## config.mk

```make
export PLATFORM = sky130hd
export DESIGN_NAME = cascade_event_counter
export DESIGN_NICKNAME = d
export VERILOG_FILES = /design/src/rtl/evc_pkg.sv /design/src/rtl/evc_rst_sync.sv /design/src/rtl/evc_pin_edge.sv /design/src/rtl/evc_tick_gen.sv /design/src/rtl/evc_half.sv /design/src/rtl/cascade_event_counter.sv
export SDC_FILE = /design/constraint.sdc
export NUM_CORES = 1
export LEC_CHECK = 0
export BUFFER_PORTS_ARGS = -buffer_cell sky130_fd_sc_hd__buf_4
export CORE_ASPECT_RATIO = 0.6
export CORE_MARGIN = 8
export CORE_UTILIZATION = 42
export CTS_BUF_LIST = sky130_fd_sc_hd__clkbuf_8
export CTS_CLUSTER_SIZE = 24
export DETAILED_ROUTE_END_ITERATION = 6
export PLACE_DENSITY = 0.76
export SLEW_MARGIN = 0
export SYNTH_ARGS = -nofsm -noshare
export SYNTH_HDL_FRONTEND = slang
export SYNTH_HIERARCHICAL = 1
export SYNTH_SLANG_ARGS = --single-unit
```

## constraint.sdc

```tcl
create_clock -name clk -period 0.9 [get_ports clk]
set_input_delay 0.18 -clock clk [delete_from_list [all_inputs] [get_ports clk]]
set_output_delay 0.18 -clock clk [all_outputs]
set_load 0.05 [all_outputs]
```

## src/rtl/evc_pkg.sv

```systemverilog
package evc_pkg;

  typedef enum logic [1:0] {
    SRC_PIN  = 2'b00,
    SRC_DIV2 = 2'b01,
    SRC_DIV4 = 2'b10,
    SRC_DIV8 = 2'b11
  } src_sel_e;

  typedef enum logic [1:0] {
    EDG_FALL     = 2'b00,
    EDG_RISE     = 2'b01,
    EDG_BOTH     = 2'b10,
    EDG_BOTH_ALT = 2'b11
  } edge_sel_e;

endpackage

```

## src/rtl/evc_rst_sync.sv

```systemverilog
module evc_rst_sync #(
  parameter int STAGES = 2
) (
  input  logic clk,
  input  logic rst_n_in,
  output logic rst_n_out
);

  logic [STAGES-1:0] sync_q;
  logic [STAGES-1:0] sync_d;

  always_comb begin
    sync_d = {sync_q[STAGES-2:0], 1'b1};
  end

  always_ff @(posedge clk or negedge rst_n_in) begin
    if (!rst_n_in) begin
      sync_q <= '0;
    end else begin
      sync_q <= sync_d;
    end
  end

  assign rst_n_out = sync_q[STAGES-1];

endmodule

```

## src/rtl/evc_pin_edge.sv

```systemverilog
module evc_pin_edge
  import evc_pkg::*;
#(
  parameter int SYNC_STAGES = 2
) (
  input  logic      clk,
  input  logic      rst_n,
  input  logic      pin_in,
  input  edge_sel_e edge_sel,
  output logic      evt_pulse
);

  logic [SYNC_STAGES-1:0] sync_q;
  logic [SYNC_STAGES-1:0] sync_d;
  logic                   last_q;
  logic                   last_d;
  logic                   fall_seen;
  logic                   rise_seen;

  // Shift chain; the pin idles high, so reset state is all ones
  always_comb begin
    sync_d = {sync_q[SYNC_STAGES-2:0], pin_in};
    last_d = sync_q[SYNC_STAGES-1];
  end

  always_ff @(posedge clk or negedge rst_n) begin
    if (!rst_n) begin
      sync_q <= '1;
      last_q <= 1'b1;
    end else begin
      sync_q <= sync_d;
      last_q <= last_d;
    end
  end

  assign fall_seen = last_q & ~sync_q[SYNC_STAGES-1];
  assign rise_seen = ~last_q & sync_q[SYNC_STAGES-1];

  always_comb begin
    unique case (edge_sel)
      EDG_FALL: evt_pulse = fall_seen;
      EDG_RISE: evt_pulse = rise_seen;
      default:  evt_pulse = fall_seen | rise_seen;
    endcase
  end

endmodule

```

## src/rtl/evc_tick_gen.sv

```systemverilog
module evc_tick_gen
  import evc_pkg::*;
#(
  parameter int PRE_W = 3
) (
  input  logic     clk,
  input  logic     rst_n,
  input  src_sel_e src_sel,
  input  logic     pin_pulse,
  input  logic     gate_en,
  output logic     tick
);

  logic [PRE_W-1:0] pre_q;
  logic [PRE_W-1:0] pre_d;
  logic [PRE_W-1:0] tap;
  logic             raw_tick;

  always_comb begin
    pre_d = pre_q + 1'b1;
  end

  always_ff @(posedge clk or negedge rst_n) begin
    if (!rst_n) begin
      pre_q <= '0;
    end else begin
      pre_q <= pre_d;
    end
  end

  // tap[k] pulses once every 2^(k+1) cycles
  for (genvar k = 0; k < PRE_W; k++) begin : g_tap
    assign tap[k] = &pre_q[k:0];
  end

  always_comb begin
    unique case (src_sel)
      SRC_PIN:  raw_tick = pin_pulse;
      SRC_DIV2: raw_tick = tap[0];
      SRC_DIV4: raw_tick = tap[1];
      default:  raw_tick = tap[2];
    endcase
  end

  assign tick = raw_tick & gate_en;

endmodule

```

## src/rtl/evc_half.sv

```systemverilog
module evc_half #(
  parameter int W = 8
) (
  input  logic         clk,
  input  logic         rst_n,
  input  logic         step_in,
  input  logic         run,
  input  logic         clr_n,
  output logic [W-1:0] value,
  output logic         carry_out
);

  logic [W-1:0] val_q;
  logic [W-1:0] val_d;
  logic         step_ok;

  assign step_ok = clr_n & run & step_in;

  always_comb begin
    if (!clr_n) begin
      val_d = '0;
    end else if (step_ok) begin
      val_d = val_q + 1'b1;
    end else begin
      val_d = val_q;
    end
  end

  always_ff @(posedge clk or negedge rst_n) begin
    if (!rst_n) begin
      val_q <= '0;
    end else begin
      val_q <= val_d;
    end
  end

  assign value     = val_q;
  assign carry_out = step_ok & (&val_q);

endmodule

```

## src/rtl/cascade_event_counter.sv

```systemverilog
module cascade_event_counter
  import evc_pkg::*;
#(
  parameter int HALF_W      = 8,
  parameter int NUM_HALVES  = 2,
  parameter int PRE_W       = 3,
  parameter int SYNC_STAGES = 2,
  parameter int RST_STAGES  = 2
) (
  input  logic                         clk,
  input  logic                         rst_n,
  input  logic                         evt_pin,
  input  logic                         gate_en,
  input  logic [1:0]                   src_sel,
  input  logic [1:0]                   edge_sel,
  input  logic [NUM_HALVES-1:0]        run_en,
  input  logic [NUM_HALVES-1:0]        clr_n,
  input  logic                         ovf_clr,
  input  logic                         irq_clr,
  input  logic                         irq_en,
  output logic [HALF_W*NUM_HALVES-1:0] count_val,
  output logic                         ovf_flag,
  output logic                         irq_flag,
  output logic                         irq_out
);

  localparam int CNT_W = HALF_W * NUM_HALVES;

  logic                  srst_n;
  logic                  pin_pulse;
  logic                  tick;
  logic [NUM_HALVES:0]   step_chain;
  logic                  wrap_pulse;
  logic                  ovf_q, ovf_d;
  logic                  irq_q, irq_d;

  evc_rst_sync #(.STAGES(RST_STAGES)) u_rst (
    .clk       (clk),
    .rst_n_in  (rst_n),
    .rst_n_out (srst_n)
  );

  evc_pin_edge #(.SYNC_STAGES(SYNC_STAGES)) u_pin (
    .clk       (clk),
    .rst_n     (srst_n),
    .pin_in    (evt_pin),
    .edge_sel  (edge_sel_e'(edge_sel)),
    .evt_pulse (pin_pulse)
  );

  evc_tick_gen #(.PRE_W(PRE_W)) u_tick (
    .clk       (clk),
    .rst_n     (srst_n),
    .src_sel   (src_sel_e'(src_sel)),
    .pin_pulse (pin_pulse),
    .gate_en   (gate_en),
    .tick      (tick)
  );

  assign step_chain[0] = tick;

  for (genvar g = 0; g < NUM_HALVES; g++) begin : g_half
    evc_half #(.W(HALF_W)) u_half (
      .clk       (clk),
      .rst_n     (srst_n),
      .step_in   (step_chain[g]),
      .run       (run_en[g]),
      .clr_n     (clr_n[g]),
      .value     (count_val[g*HALF_W +: HALF_W]),
      .carry_out (step_chain[g+1])
    );
  end

  assign wrap_pulse = step_chain[NUM_HALVES];

  // Sticky flags: a set in the same cycle as a clear strobe wins
  always_comb begin
    ovf_d = ovf_q;
    irq_d = irq_q;
    if (ovf_clr)    ovf_d = 1'b0;
    if (irq_clr)    irq_d = 1'b0;
    if (wrap_pulse) begin
      ovf_d = 1'b1;
      irq_d = 1'b1;
    end
  end

  always_ff @(posedge clk or negedge srst_n) begin
    if (!srst_n) begin
      ovf_q <= 1'b0;
      irq_q <= 1'b0;
    end else begin
      ovf_q <= ovf_d;
      irq_q <= irq_d;
    end
  end

  assign ovf_flag = ovf_q;
  assign irq_flag = irq_q;
  assign irq_out  = irq_q & irq_en;

  logic unused_width;
  assign unused_width = ^CNT_W;

endmodule

```

# == Yosys cells after proc, flatten, opt, wreduce, memory -nomap -nowiden ==
# Index checks and enable logic that the tools add are counted.
# W data, S select, Z words.
# word_totals
reg_bits,26
input_bits,15
out_inout_bits,19
wordCells,47
# op_classes
n_addsub,3
n_eq_ne,5
n_mux,10
n_bitwise,13
reduce_logical,8
# op_table
op,n
$mux W8,4
$add A8 B1 Y8 const B,2
$reduce_and A8 Y1,2
$and A1 B1 Y1,10
$eq A2 B1 Y1 const B,2
$logic_not A2 Y1,2
$mux W1,4
$ne A2 B1 Y1 const B,2
$reduce_bool A2 Y1,2
$add A3 B1 Y3 const B,1
$pmux W1 S3,1
$reduce_and A3 Y1,1
$eq A2 B2 Y1 const B,1
$not A1 Y1,2
$pmux W1 S2,1
$reduce_and A2 Y1,1
$or A1 B1 Y1,1

# == Logic depth before layout (Yosys ltp) ==
# logic_depth
depth_word,11
mapped_depth,11
ltp_nobuf,11

# == By module ==
# The synthesis kept the hierarchy.
# by_module_without_submodules
mod,instances,cells_per_inst,area_each_um2
evc_half,2,42,395.4
evc_tick_gen,1,8,132.6
evc_pin_edge,1,9,131.4
cascade_event_counter,1,7,78.8
evc_rst_sync,1,3,53.8

# == Least setup slack after synthesis ==
# No wires, ideal clock.
# synth_timing
path_kind,reg-to-reg
start,register u_pin.sync_q[1]
end,register g_half[1].u_half.val_q[4]
setup_ps,77
arrival_time_ps,2615
required_time_ps,823
path_slack_ps,-1792
stages_incl_launch_ff,11
n_path_buf,0
period_less_slack_ps,2692
path_cell_list,dfstp_2 > inv_1 > ha_1 > mux2i_1 > mux4_2 > and2_1 > nand3_1 > nor4_1 > nand3_1 > or3_1 > a21oi_1
# synth_via
elab_chain_len,10
word_cells_on_any_way,11
# synth_rtl
item,line_no,text
from (decl),evc_pin_edge.sv:13,logic [SYNC_STAGES-1:0] sync_q;
from (signal assigned),evc_pin_edge.sv:31,sync_q <= sync_d;
$not A1 Y1,evc_pin_edge.sv:36,assign fall_seen = last_q & ~sync_q[SYNC_STAGES-1];
$and A1 B1 Y1,evc_pin_edge.sv:36,
$or A1 B1 Y1,evc_pin_edge.sv:43,default: evt_pulse = fall_seen | rise_seen;
$pmux W1 S2 *,evc_pin_edge.sv:40,unique case (edge_sel)
net pin_pulse,cascade_event_counter.sv:30,logic pin_pulse;
$pmux W1 S3 *,evc_tick_gen.sv:37,unique case (src_sel)
$and A1 B1 Y1 *,evc_tick_gen.sv:45,assign tick = raw_tick & gate_en;
net step_chain[0],cascade_event_counter.sv:32,logic [NUM_HALVES:0] step_chain;
$and A1 B1 Y1 *,evc_half.sv:17,assign step_ok = clr_n & run & step_in;
$and A1 B1 Y1 *,evc_half.sv:38,assign carry_out = step_ok & (&val_q);
net step_chain[1],cascade_event_counter.sv:32,
$and A1 B1 Y1 *,evc_half.sv:17,
$ne A2 B1 Y1 (no line) *,-,
to (signal assigned),evc_half.sv:33,val_q <= val_d;
to (decl),evc_half.sv:13,logic [W-1:0] val_q;
# Mark *: on every way through the listed nets, which the timed path passes. The rest lies on a longest branch.
# A chain may end at the register's enable or synchronous reset.

# == Final worst setup path ==
# layout_timing
start,register u_pin.sync_q[1]
end,register g_half[1].u_half.val_q[3]
# Same word-level chain as after synthesis.

==> results.md <==
- Period utilisation layout: 294%
- Startpoint Class: register
- Share of layout cells above drive strength 1: a little under three fifths
- Crit end category: register
- Synth Area in XOR/XNOR: under 10%
- Antenna violations before repair: 0
- Io pins: 34
- VDD IR max: 0.00105 V
- Drc violations: 0
- RR Endpoint: g_half[1].u_half/value[3]$_DFFE_PN0P_
- R2R depth: 11
- Inserted Clock Buffers: 3
- Fmax achieved: 0.378 GHz
- Detailed Route WL: 3.97 mm
- #FFs+latches synth: 26
- Setup TNS: -32.26 ns
- Hold Path Cell Cnt: 1
- CTS sink cnt: 26
- Worst R2R Setup Slack: -1.75 ns
- FILL cells: 155
- Layout Nets: 210
- Final antenna-violating net count: 0
- CTS tree: done
- H-tree depth: 1
- Worst-path clk slew: roughly 0.08 ns
- IO Port Bufs: 33
- CP Cell Sequence: inv_2 > ha_4 > mux2i_1 > mux4_2 > and2_4 > nand3_4 > nor4_4 > nand4_1 > buf_4 > o21ai_0 > a21oi_2
- Status: finished, violations left
- Post-synthesis adder-cell area fraction: under 10%
- Final number of hold-violating endpoints: 0
- Post-Synth Simple-Gate Area: around 18%
- Asr flop ratio synth: 100%
- Max-Cap Viols: 0
- Minimum clock period after layout: 2.65 ns
- Worst skew pair latency: 0.28 ns
- Skew final: approximately 0.011 ns
- Violated checks: negative setup slack
- HP Class: in -> reg
- Area grow syn2layout: 84.7%
- DR vias/cell: approximately 5.3
- Cell variety after synth: 22
- Part of the power in registers: between 50% and 60%
- Detail Placement HPWL: 2.54 mm
- Hold_sp: evt_pin
- Die Wd: 84.6 um
- Core box area: ~0.0028 mm^2
- RSZ-0062 raised after global routing: true
- Ant diodes: 0
- Switching Fraction: ~23%
- Leakage: ~1.1 nW
- CP Max Fanout: 4
- Total GRT Usage: between 10% and 20%
- 1st-iter DRT viols: 82
- Routability cong.: between 0.7 and 0.8
- Power per Cell Area: ~940 mW/mm^2
- Total net switching power: between 0.0004 and 0.0005 W
- CP max-delay cell: dfstp_2
- Detailed-route wire length per cell: between 15 and 20 um
- Crit path kind: reg -> reg
- Avg Cell Area, Syn: 10.7 um^2
- Vias in the first global route: between 1000 and 1500
- CP peak stage delay: between 0.5 and 0.6 ns
- Row cnt: 15
- Final WS setup: -1.75 ns
- First-pass GRT wire length: roughly 6.3 mm
- Vias: 1170
- Cell Area, Synth: between 0.001 and 0.0015 mm^2
- Gate Count Post-Synth: approximately 110
- Clk network pwr share: between 30 and 40%
- Max Transition Viols Final: 0
- R2R Path Start: u_pin/sync_q[1]$_DFF_PN1_
- Die H: around 57 um
- Largest net degree at the start of global routing: 15
- Longest Clk Path Bufs: 2
- Hold Path End: u_pin/sync_q[0]$_DFF_PN1_
- Synth warn: 6
- Root Buffer: clkbuf_8
- # setup viols final: 37
- Initial Utilization: between 40% and 50%
- Internal power: between 0.0015 and 0.002 W
- Logic pwr share: 9.7%
- Mux contribution to synthesized area: 5.27%
- Drt pass-1 iters: 4
- Post-synth EDFFs: 0
- Total grt overflow: 0
- Tot Pwr: 0.00207 W
- Area of the multi-input gates: 648 um^2
- Critical path required time: 1.05 ns
- Synthesized-area fraction occupied by ao, oa, aoi and oai cells: just under 9%
- Sequential Area: around 660 um^2
- Synth Flop Type: dfrtp_1
- Post-Syn Nets: 132
- Main combinational cell family by area after synthesis: simple AND/OR/NAND/NOR gates
- Final Util: 79.0%
- Crit path arrival time: 2.80 ns
- Die ar.: about 0.0048 mm^2
- Sequential fraction of the synthesis area: between 50% and 60%
==> kinds of logic (layout without fill, tap and decap cells) <==
| kind of cell | Yosys count | after routing |
|---|---|---|
| AO/OA/AOI/OAI | 20 | 20 |
| adder cells (fa/ha/maj) | 6 | 6 |
| multiplexers | 5 | 5 |
| buffers and inverters | 11 | 88 |
| other | 1 | 1 |
| flip-flops | 26 | 26 |
| XOR/XNOR | 4 | 4 |
| AND/OR/NAND/NOR | 38 | 38 |
==> placed cells by master, fill, tap and decap left out <==
cell type,n
buf_6,23
nand4_2,2
conb_1,1
a21oi_2,4
xor2_2,2
dfstp_2,3
o21ai_0,4
mux2i_1,4
nor4_4,2
or3_4,1
ha_4,2
nor2_1,4
buf_8,16
o21ai_1,4
dlygate4sd3_1,1
a21o_1,2
nand4_1,2
nand2b_1,2
nand3_4,2
a21oi_1,6
dfrtp_2,4
ha_1,3
nand2_4,2
dfrtp_1,19
and2_4,2
nand3_1,4
or3_1,7
nand2_1,6
inv_2,1
ha_2,1
inv_1,11
xnor2_2,1
nor3_1,1
xnor2_1,1
clkbuf_8,3
nor3_4,1
mux4_2,1
buf_4,33
==> sequential cells by signal, indices dropped and copies added, names as in the netlist <==
signal               count
ovf_flag                 1
u_rst/sync_q             2
g_half.u_half/value     16
irq_flag                 1
u_pin/last_q             1
u_tick/pre_q             3
u_pin/sync_q             2
==> per-layer routing <==
| metal | share of wire, % | GRT usage [%] | vias up |
|---|---|---|---|
| met1 | 40 | 18.2 | 585 |
| met3 | 5.4 | 5.15 | 9 |
| met4 | 1.4 | 3.77 | 0 |
| met2 | 53 | 30.8 | 38 |
| li1 | - | - | 538 |
| met5 | 0 | 0 | - |
==> power groups by stage <==
stage	Clock (W)	Combinational (W)	Sequential, W
floorplan	0	0.0000392	0.00124
global placement	0	0.000158	0.00122
detailed placement	0	0.000171	0.00122
CTS	0.000689	0.000191	0.00120
global route	0.000727	0.000215	0.00120
finish	0.000675	0.000201	0.00120
==> worst max-delay path by stage <==
stage                              startpoint                               endpoint  slack [ns]  depth (start not counted)
detailed placement  u_pin/sync_q[1]$_DFF_PN1_  g_half[1].u_half/value[5]$_DFFE_PN0P_       -1.57                         10
global placement    u_pin/sync_q[1]$_DFF_PN1_  g_half[1].u_half/value[5]$_DFFE_PN0P_       -1.42                         10
CTS                 u_pin/sync_q[1]$_DFF_PN1_  g_half[1].u_half/value[5]$_DFFE_PN0P_       -1.56                         10
floorplan           u_pin/sync_q[1]$_DFF_PN1_  g_half[1].u_half/value[3]$_DFFE_PN0P_       -1.39                         10
global route        u_pin/sync_q[1]$_DFF_PN1_  g_half[1].u_half/value[3]$_DFFE_PN0P_       -1.84                         11
finish              u_pin/sync_q[1]$_DFF_PN1_  g_half[1].u_half/value[3]$_DFFE_PN0P_       -1.75                         11
==> critical path: cells and delay by family (launching register included) <==
family                   cells  cell delay, ns
AO/OA/AOI/OAI                2            0.31
buffers and inverters        2            0.27
adder cells (fa/ha/maj)      1            0.22
multiplexers                 2            0.39
AND/OR/NAND/NOR              4            0.77
flip-flops                   1            0.56
==> through the flow <==
stage	hold WS [ns]	std cells	setup slack (ns)	area, um^2
final	0.0128	222	-1.75	2190
after global routing	0.00631	222	-1.84	2190
after CTS	0.00604	214	-1.56	2050
after detailed placement	-0.0363	205	-1.57	1730
after global placement	-0.0379	205	-1.42	1730
after floorplan	-0.116	111	-1.39	1240
==> layout make-up <==
type / count / area share, %
clock buffers: 3 / 1.88
clock inverters: 1 / 0.171
inverters: 11 / 1.88
multi-input cells: 74 / 29.5
flip-flops and latches: 26 / 30.1
well taps: 34 / 1.94
repair buffers: 73 / 34.5
==> repair_timing <==
| action | in CTS | in global routing |
|---|---|---|
| hold buffers | 1 | 0 |
| endpoints found under the setup margin | 38 | 38 |
| gates resized for setup | 62 | 21 |
| setup buffers | 6 | 11 |
| pin swaps | 13 | 7 |
| endpoints found under the hold margin | 2 | 0 |
==> Yosys cell counts (3+ instances only) <==
library cell | number | area [um^2]
a21oi_1 | 10 | 50.1
dfrtp_1 | 23 | 576
dfstp_2 | 3 | 78.8
ha_1 | 6 | 75.1
inv_1 | 11 | 41.3
mux2i_1 | 4 | 40.0
nand2_1 | 8 | 30.0
nand3_1 | 6 | 30.0
nor2_1 | 4 | 15.0
o21ai_0 | 8 | 40.0
or3_1 | 8 | 50.1
Note: power is estimated with default switching activity, not from simulation.
